[config.mk]
export PLATFORM = sky130hd
export DESIGN_NAME = serial_byte_tx
export DESIGN_NICKNAME = d
export VERILOG_FILES = /design/src/rtl/ser_tx_pkg.sv /design/src/rtl/ser_tx_seq.sv /design/src/rtl/ser_tx_shreg.sv /design/src/rtl/ser_tx_line.sv /design/src/rtl/serial_byte_tx.sv
export SDC_FILE = /design/constraint.sdc
export NUM_CORES = 1
export LEC_CHECK = 0
export ABC_AREA = 1
export BUFFER_PORTS_ARGS = -buffer_cell sky130_fd_sc_hd__clkbuf_2
export CORE_MARGIN = 2
export CORE_UTILIZATION = 59
export DETAILED_ROUTE_END_ITERATION = 6
export PLACE_DENSITY = 0.83
export SETUP_SLACK_MARGIN = 0.2
export SLEW_MARGIN = 20
export SYNTH_ARGS = -nofsm -noshare
export SYNTH_HDL_FRONTEND = slang
export SYNTH_SLANG_ARGS = --single-unit
[constraint.sdc]
create_clock -name clk -period 3.5 [get_ports clk]
set_input_delay 0.525 -clock clk [delete_from_list [all_inputs] [get_ports clk]]
set_output_delay 0.525 -clock clk [all_outputs]
set_load 0.01 [all_outputs]
[src/rtl/ser_tx_pkg.sv]
package ser_tx_pkg;

  typedef enum logic [1:0] {
    TX_IDLE  = 2'd0,
    TX_START = 2'd1,
    TX_DATA  = 2'd2,
    TX_STOP  = 2'd3
  } tx_state_e;

endpackage

[src/rtl/ser_tx_seq.sv]
module ser_tx_seq
  import ser_tx_pkg::*;
#(
  parameter int DATA_BITS = 8,
  parameter int STOP_BITS = 2
) (
  input  logic      clk,
  input  logic      rst_n,
  input  logic      tick,
  input  logic      enable,
  input  logic      req,
  output tx_state_e state,
  output logic      load,
  output logic      shift,
  output logic      busy,
  output logic      done
);

  localparam int BW = (DATA_BITS > 1) ? $clog2(DATA_BITS) : 1;
  localparam int SW = (STOP_BITS > 1) ? $clog2(STOP_BITS) : 1;
  localparam logic [BW-1:0] LAST_BIT  = BW'(DATA_BITS - 1);
  localparam logic [SW-1:0] LAST_STOP = SW'(STOP_BITS - 1);
  localparam bit ONE_STOP = (STOP_BITS == 1);

  tx_state_e      st_q, st_d;
  logic [BW-1:0]  bc_q, bc_d;
  logic [SW-1:0]  sc_q, sc_d;
  logic           pend_q, pend_d;
  logic [SW-1:0]  sc_inc;

  assign sc_inc = sc_q + SW'(1);

  // next-state logic
  always_comb begin
    st_d   = st_q;
    bc_d   = bc_q;
    sc_d   = sc_q;
    pend_d = pend_q;
    load   = 1'b0;
    shift  = 1'b0;
    if (!enable) begin
      st_d   = TX_IDLE;
      bc_d   = '0;
      sc_d   = '0;
      pend_d = 1'b0;
    end else if (tick) begin
      unique case (st_q)
        TX_IDLE: begin
          if (req) begin
            load = 1'b1;
            st_d = TX_START;
          end
        end
        TX_START: begin
          st_d = TX_DATA;
          bc_d = '0;
        end
        TX_DATA: begin
          shift = 1'b1;
          if (bc_q == LAST_BIT) begin
            st_d = TX_STOP;
            sc_d = '0;
            bc_d = '0;
            if (ONE_STOP && req) begin
              load   = 1'b1;
              pend_d = 1'b1;
            end
          end else begin
            bc_d = bc_q + BW'(1);
          end
        end
        TX_STOP: begin
          if (sc_q == LAST_STOP) begin
            pend_d = 1'b0;
            sc_d   = '0;
            st_d   = pend_q ? TX_START : TX_IDLE;
          end else begin
            sc_d = sc_inc;
            if ((sc_inc == LAST_STOP) && req) begin
              load   = 1'b1;
              pend_d = 1'b1;
            end
          end
        end
        default: st_d = TX_IDLE;
      endcase
    end
  end

  // state registers
  always_ff @(posedge clk or negedge rst_n) begin
    if (!rst_n) begin
      st_q   <= TX_IDLE;
      bc_q   <= '0;
      sc_q   <= '0;
      pend_q <= 1'b0;
    end else begin
      st_q   <= st_d;
      bc_q   <= bc_d;
      sc_q   <= sc_d;
      pend_q <= pend_d;
    end
  end

  assign state = st_q;
  assign busy  = (st_q != TX_IDLE);
  assign done  = (st_q == TX_STOP) && (sc_q == LAST_STOP);

endmodule

[src/rtl/ser_tx_shreg.sv]
module ser_tx_shreg #(
  parameter int DATA_BITS = 8
) (
  input  logic                 clk,
  input  logic                 rst_n,
  input  logic                 load,
  input  logic                 shift,
  input  logic [DATA_BITS-1:0] din,
  output logic                 lsb
);

  logic [DATA_BITS-1:0] q;
  logic [DATA_BITS-1:0] d;
  logic                 en;

  assign en = load | shift;

  // each stage takes the new byte on load, its upper neighbour on shift
  for (genvar i = 0; i < DATA_BITS; i++) begin : g_stage
    if (i == DATA_BITS - 1) begin : g_top
      assign d[i] = load ? din[i] : 1'b0;
    end else begin : g_mid
      assign d[i] = load ? din[i] : q[i+1];
    end
  end

  always_ff @(posedge clk or negedge rst_n) begin
    if (!rst_n) begin
      q <= '0;
    end else if (en) begin
      q <= d;
    end
  end

  assign lsb = q[0];

endmodule

[src/rtl/ser_tx_line.sv]
module ser_tx_line
  import ser_tx_pkg::*;
(
  input  logic      enable,
  input  tx_state_e state,
  input  logic      data_bit,
  output logic      line
);

  always_comb begin
    if (!enable) begin
      line = 1'b1;
    end else begin
      unique case (state)
        TX_START: line = 1'b0;
        TX_DATA:  line = data_bit;
        default:  line = 1'b1;
      endcase
    end
  end

endmodule

[src/rtl/serial_byte_tx.sv]
module serial_byte_tx
  import ser_tx_pkg::*;
#(
  parameter int DATA_BITS = 8,
  parameter int STOP_BITS = 2
) (
  input  logic                 clk,
  input  logic                 rst_n,
  input  logic                 bit_tick,
  input  logic                 tx_enable,
  input  logic                 send_req,
  input  logic [DATA_BITS-1:0] tx_byte,
  output logic                 line_out,
  output logic                 busy,
  output logic                 done
);

  tx_state_e state;
  logic      load;
  logic      shift;
  logic      data_bit;

  ser_tx_seq #(
    .DATA_BITS(DATA_BITS),
    .STOP_BITS(STOP_BITS)
  ) u_seq (
    .clk   (clk),
    .rst_n (rst_n),
    .tick  (bit_tick),
    .enable(tx_enable),
    .req   (send_req),
    .state (state),
    .load  (load),
    .shift (shift),
    .busy  (busy),
    .done  (done)
  );

  ser_tx_shreg #(
    .DATA_BITS(DATA_BITS)
  ) u_shreg (
    .clk  (clk),
    .rst_n(rst_n),
    .load (load),
    .shift(shift),
    .din  (tx_byte),
    .lsb  (data_bit)
  );

  ser_tx_line u_line (
    .enable  (tx_enable),
    .state   (state),
    .data_bit(data_bit),
    .line    (line_out)
  );

endmodule

-- Yosys cells after proc, flatten, opt, wreduce, memory -nomap -nowiden
Cells that the tools add are included.
- $add $sub $neg: 2
- eq/ne operators: 12
- multiplexer cells: 40
- bitwise logic cells: 1
- reductions and logical operators: 8
- operators by type and width (operator ; number):
    1-bit two-way mux ; 27
    2-bit two-way mux ; 5
    3-bit two-way mux ; 3
    3-bit by 1-bit != test with 1-bit output (second input constant) ; 3
    2-bit one-hot mux with 4 select lines ; 1
    3-bit != test (second input constant) ; 2
    1-bit one-hot mux with 2 select lines ; 3
    3-bit one-hot mux with 2 select lines ; 1
    3-bit AND reduction ; 2
    2-bit == test (second input constant) ; 2
    4-bit AND reduction ; 1
    3-bit by 1-bit adder with 3-bit output (second input constant) ; 1
    3-bit == test (second input constant) ; 1
    3-bit by 2-bit != test with 1-bit output (second input constant) ; 1
    2-bit by 1-bit == test with 1-bit output (second input constant) ; 1
    1-bit logical AND ; 2
    2-bit zero test ; 1
    2-bit by 1-bit != test with 1-bit output (second input constant) ; 1
    2-bit != test (second input constant) ; 1
    2-bit AND reduction ; 1
    2-bit nonzero test ; 1
    1-bit adder (second input constant) ; 1
    1-bit OR ; 1
- register bits: 15
- input bits: 13
- output and inout port bits: 3
- logic and storage cells: 68

-- Depth between registers and ports, before layout
- depth after elaboration: 8
- gate-level depth with buffers: 9
- mapped depth without buffers: 9

-- Modules after synthesis
From an unflattened synthesis, not the netlist that was laid out.
- cell total of the unflattened synthesis: 128
- area, all modules: 943.4 µm²
- by module, submodules not included (module ; times used ; cells each ; area an instance (µm²) ; sequential area each (µm²)):
    ser_tx_seq ; 1 ; 78 ; 531.8 ; 175.2
    ser_tx_shreg ; 1 ; 43 ; 380.4 ; 200.2
    ser_tx_line ; 1 ; 7 ; 31.3 ; 0.0

-- Worst setup path after synthesis
Ideal clock, no wire load.
- path kind: register to output
- start: register u_seq.st_q[0] (netlist: u_seq.state[0])
- end: output port line_out
- arrival: 1.001 ns
- required time: 2.975 ns
- setup slack: 1.974 ns
- cell stages (with the launch flop): 6
- path buffers: 0
- cell sequence: dfrtp_1 -> inv_1 -> ha_1 -> inv_1 -> nand2_1 -> nand3_1
- word-level cells in the longest chain between the ends: 3
- elaborated cells on any way between the ends: 4
- classes of those cells: eq/ne (2); mux (2)
- RTL lines (element ; RTL line ; source):
    start: declaration ; ser_tx_seq.sv:25 ; tx_state_e st_q, st_d;
    start signal: assignment ; ser_tx_seq.sv:98 ; st_q <= st_d;
    2-bit == test or 2-bit by 1-bit == test with 1-bit output (tied branches) ; ser_tx_line.sv:14 ; unique case (state)
    1-bit one-hot mux with 2 select lines (*) ; ser_tx_line.sv:14 ;
    1-bit two-way mux (*) ; ser_tx_line.sv:11 ; if (!enable) begin
    end: declaration ; serial_byte_tx.sv:13 ; output logic line_out,
Mark *: on every way between the ends. The rest lies on a longest branch, timed or not.

-- Worst setup path in the final report
Same ends and word-level chain as after synthesis.

==> impl_metrics.yaml <==
outcome:
  run_status: "complete, no violations"
sta:
  fin_crit_sh: 0.578
  setup_violations: 0
  period_minus_slack_ns: 2.02
  grt_setup_unrepaired: "no"
  setup_tns_ns: 0
  relSlewSlack: 0.745
  max_slew.worst_pin.slew_ns: 0.382
  hold_violations: 0
  fin_worst_hold_slack_ns: 0.143
  skew_ns: 0.000563
  maxClockFrequency_mhz: 495
  slew_viol_final: 0
worst_setup_path:
  cp_data_required_time_ns: 2.97
  critical_path.max_fanout: 6
  worst_setup_path_start_kind: "flop"
  r2r_setup_slack_ns: 1.97
  timing.critical_path.to_type: "output pin"
  timing_worst_setup_path_type: "flop to output pin"
  arrival_ns: 1.50
global_routing:
  use_met3: 0.0397
  antenna_found_initial: 0
  via_count_of_the_first_global_routing_pass: 832
  groute.layer.met1.usage: 0.280
  grt_most_used_layer: "met2"
  groute.layer.met2.usage: 0.372
  grt.total_usage: 0.218
  grt_start_max_net_pins: 18
  grt.overflow.total: 0
  grt_first_pass_wirelength_um: 3340
cts:
  cts.path.max_buffers: 2
  worstSkewPairLatency_ns: 0.28
  cts-resized-gates: 0
  tritoncts_buffer_count: 3
  worst_setup_hold_path_clk_slew_ns: 0.09
  cts_tree: "yes"
  numClockSinks: 15
  number_of_hold_repair_buffers_added_at_the_cts_stage: 0
  clk_root_buffer_cell: "sky130_fd_sc_hd__clkbuf_4"
  htreeDepth: 1
  cts_post_setup_buffers_inserted: 0
die:
  starting_density_of_the_core: 0.612
  die_h_um: 45.6
  top_level_ports: 16
  fp.dieArea_um2: 2080
  fp.coreArea_um2: 1670
  num_rows: 15
  die-width_um: 45.6
place:
  port_buffers: 15
  dp.final_hpwl_um: 1420
  place.gp.congestion: 0.819
cells_and_area:
  fillCellCount: 148
  fraction_of_final_layout_cells_with_drive_strength_greater_than_1: 0.164
  area_delta_synth_final_pct: 9.79
  antenna_cell_count: 0
  nNetsFinal: 179
synthesis:
  syn_avg_cell_area_um2: 7.20
  synth_edf_count: 0
  netlist.top_cell.by_area: "sky130_fd_sc_hd__dfrtp_1"
  synth.top_cells.by_count: "51 x sky130_fd_sc_hd__nand2_1, 24 x sky130_fd_sc_hd__inv_1, 20 x sky130_fd_sc_hd__nand3_1"
  synth.area.top_cells: "sky130_fd_sc_hd__dfrtp_1 37%, sky130_fd_sc_hd__nand2_1 19%, sky130_fd_sc_hd__nand3_1 9.8%"
  synth-async-reset-ratio: 1.00
  seq_area_frac_synth: 0.367
  postSynthNetCount: 161
  synthFlopType: "sky130_fd_sc_hd__dfrtp_1"
  synthDominantCellAreaShare: 0.367
  synthCells: 142
  synth.yosys.warnings: 0
  leading_cell_type_by_number_of_instances_after_synthesis: "sky130_fd_sc_hd__nand2_1"
  syn_area_um2: 1020
  synth-seq-cells: 15
  ys_types: 15
detailed_routing:
  post-route-drc-count: 0
  routed_wire_length_per_instance_um: 10.9
  detail_route.first_pass.iterations: 4
  route.final.wire_length_um: 1910
  vias_after_detailed_routing: 918
  antenna_violating_nets_post_route: 0
  vias_per_cell: 5.22
  initialDrtViolationCount: 22
power:
  worst_case_vdd_ir_drop_mv: 0.413
  p_leak_nw: 0.680
  total_power_mw: 0.735
  powerDensity_nw_per_um2: 655
worst_hold_path:
  worst_hold_path_type: "input pin to async pin"
flow_run:
  cap_viol_max_count: 0
==> stage by stage <==
step | std cells | setup slack, ns | cell area (um2) | util
after global routing | 176 | 1.34 | 1120 | 0.672
after global placement | 172 | 1.84 | 1100 | 0.656
after floorplan | 142 | 1.97 | 1020 | -
after CTS | 176 | 1.47 | 1120 | 0.672
after detailed placement | 172 | 1.81 | 1100 | 0.656
final | 176 | 1.48 | 1120 | 0.672
==> worst paths after layout <==
kind / cells after the start / start / end
worst max-delay path: 6 / u_seq.state[0] / line_out
worst min-delay path: 1 / rst_n / u_seq.pend_q
worst max register to register: 8 / u_seq.state[0] / u_shreg.q[7]
worst min register to register: 2 / u_seq.pend_q / u_seq.pend_q
max in group asynchronous: 1 / rst_n / u_shreg.q[5]
min in group clk: 3 / tx_byte[7] / u_shreg.q[7]
==> logic make-up (layout without fill, tap and decap cells) <==
kind of cell               Yosys count  after routing  synth area share
buffers and inverters               26             43             0.110
adders and majority gates            6              6            0.0734
and+or+nand+nor                     92             92             0.435
AOI/OAI and AO/OA                    3              3            0.0147
DFF                                 15             15             0.367
==> layout by cell type (no fill, tap or decap) <==
cell type                  count
sky130_fd_sc_hd__nand2_1      51
sky130_fd_sc_hd__inv_1        24
sky130_fd_sc_hd__nand3_1      20
sky130_fd_sc_hd__clkbuf_2     15
sky130_fd_sc_hd__dfrtp_1      15
sky130_fd_sc_hd__nand3b_1      7
sky130_fd_sc_hd__nor2_1        6
sky130_fd_sc_hd__ha_1          6
sky130_fd_sc_hd__nand2_2       4
sky130_fd_sc_hd__clkbuf_4      3
sky130_fd_sc_hd__o21ai_1       2
sky130_fd_sc_hd__nor2_8        1
sky130_fd_sc_hd__nand2_4       1
sky130_fd_sc_hd__nand3_2       1
sky130_fd_sc_hd__nor2_4        1
sky130_fd_sc_hd__o21ai_0       1
sky130_fd_sc_hd__clkbuf_1      1
==> sequential cells by signal, summed over array words and instances (netlist names) <==
name and flops:
u_shreg.q 8, u_seq.sc_q 1, u_seq.pend_q 1, u_seq.state 2, u_seq.bc_q 3
==> report_power, final <==
| group | switching, mW | total (mW) | leakage, nW | internal [mW] |
|---|---|---|---|---|
| clock | 0.0574 | 0.102 | 0.0150 | 0.0442 |
| combinational | 0.226 | 0.353 | 0.476 | 0.127 |
| sequential | 0.0414 | 0.280 | 0.189 | 0.239 |
| total | 0.324 | 0.735 | 0.680 | 0.410 |
==> layout make-up <==
cell class / instances / area (um2) / share of cell area
multi-input combinational: 101 / 534 / 0.476
sequential: 15 / 375 / 0.334
inverter: 24 / 90.1 / 0.0803
timing repair buffer: 15 / 75.1 / 0.0669
clock buffer: 4 / 26.3 / 0.0234
tap: 17 / 21.3 / 0.0190
==> layer usage <==
metal  up-vias  share of wire
li1        474              -
met1       416           0.43
met2        26           0.52
met3         2          0.045
met4         0         0.0047
met5         -              0
==> critical path: stages, from the launching register on <==
cell and delay [ns]:
sky130_fd_sc_hd__dfrtp_1 0.43, sky130_fd_sc_hd__inv_1 0.13, sky130_fd_sc_hd__ha_1 0.29, sky130_fd_sc_hd__inv_1 0.06, sky130_fd_sc_hd__nand2_1 0.09, sky130_fd_sc_hd__nand3_1 0.07
sky130_fd_sc_hd__clkbuf_2 0.14
No activity file was read; power rests on OpenSTA's default activity.
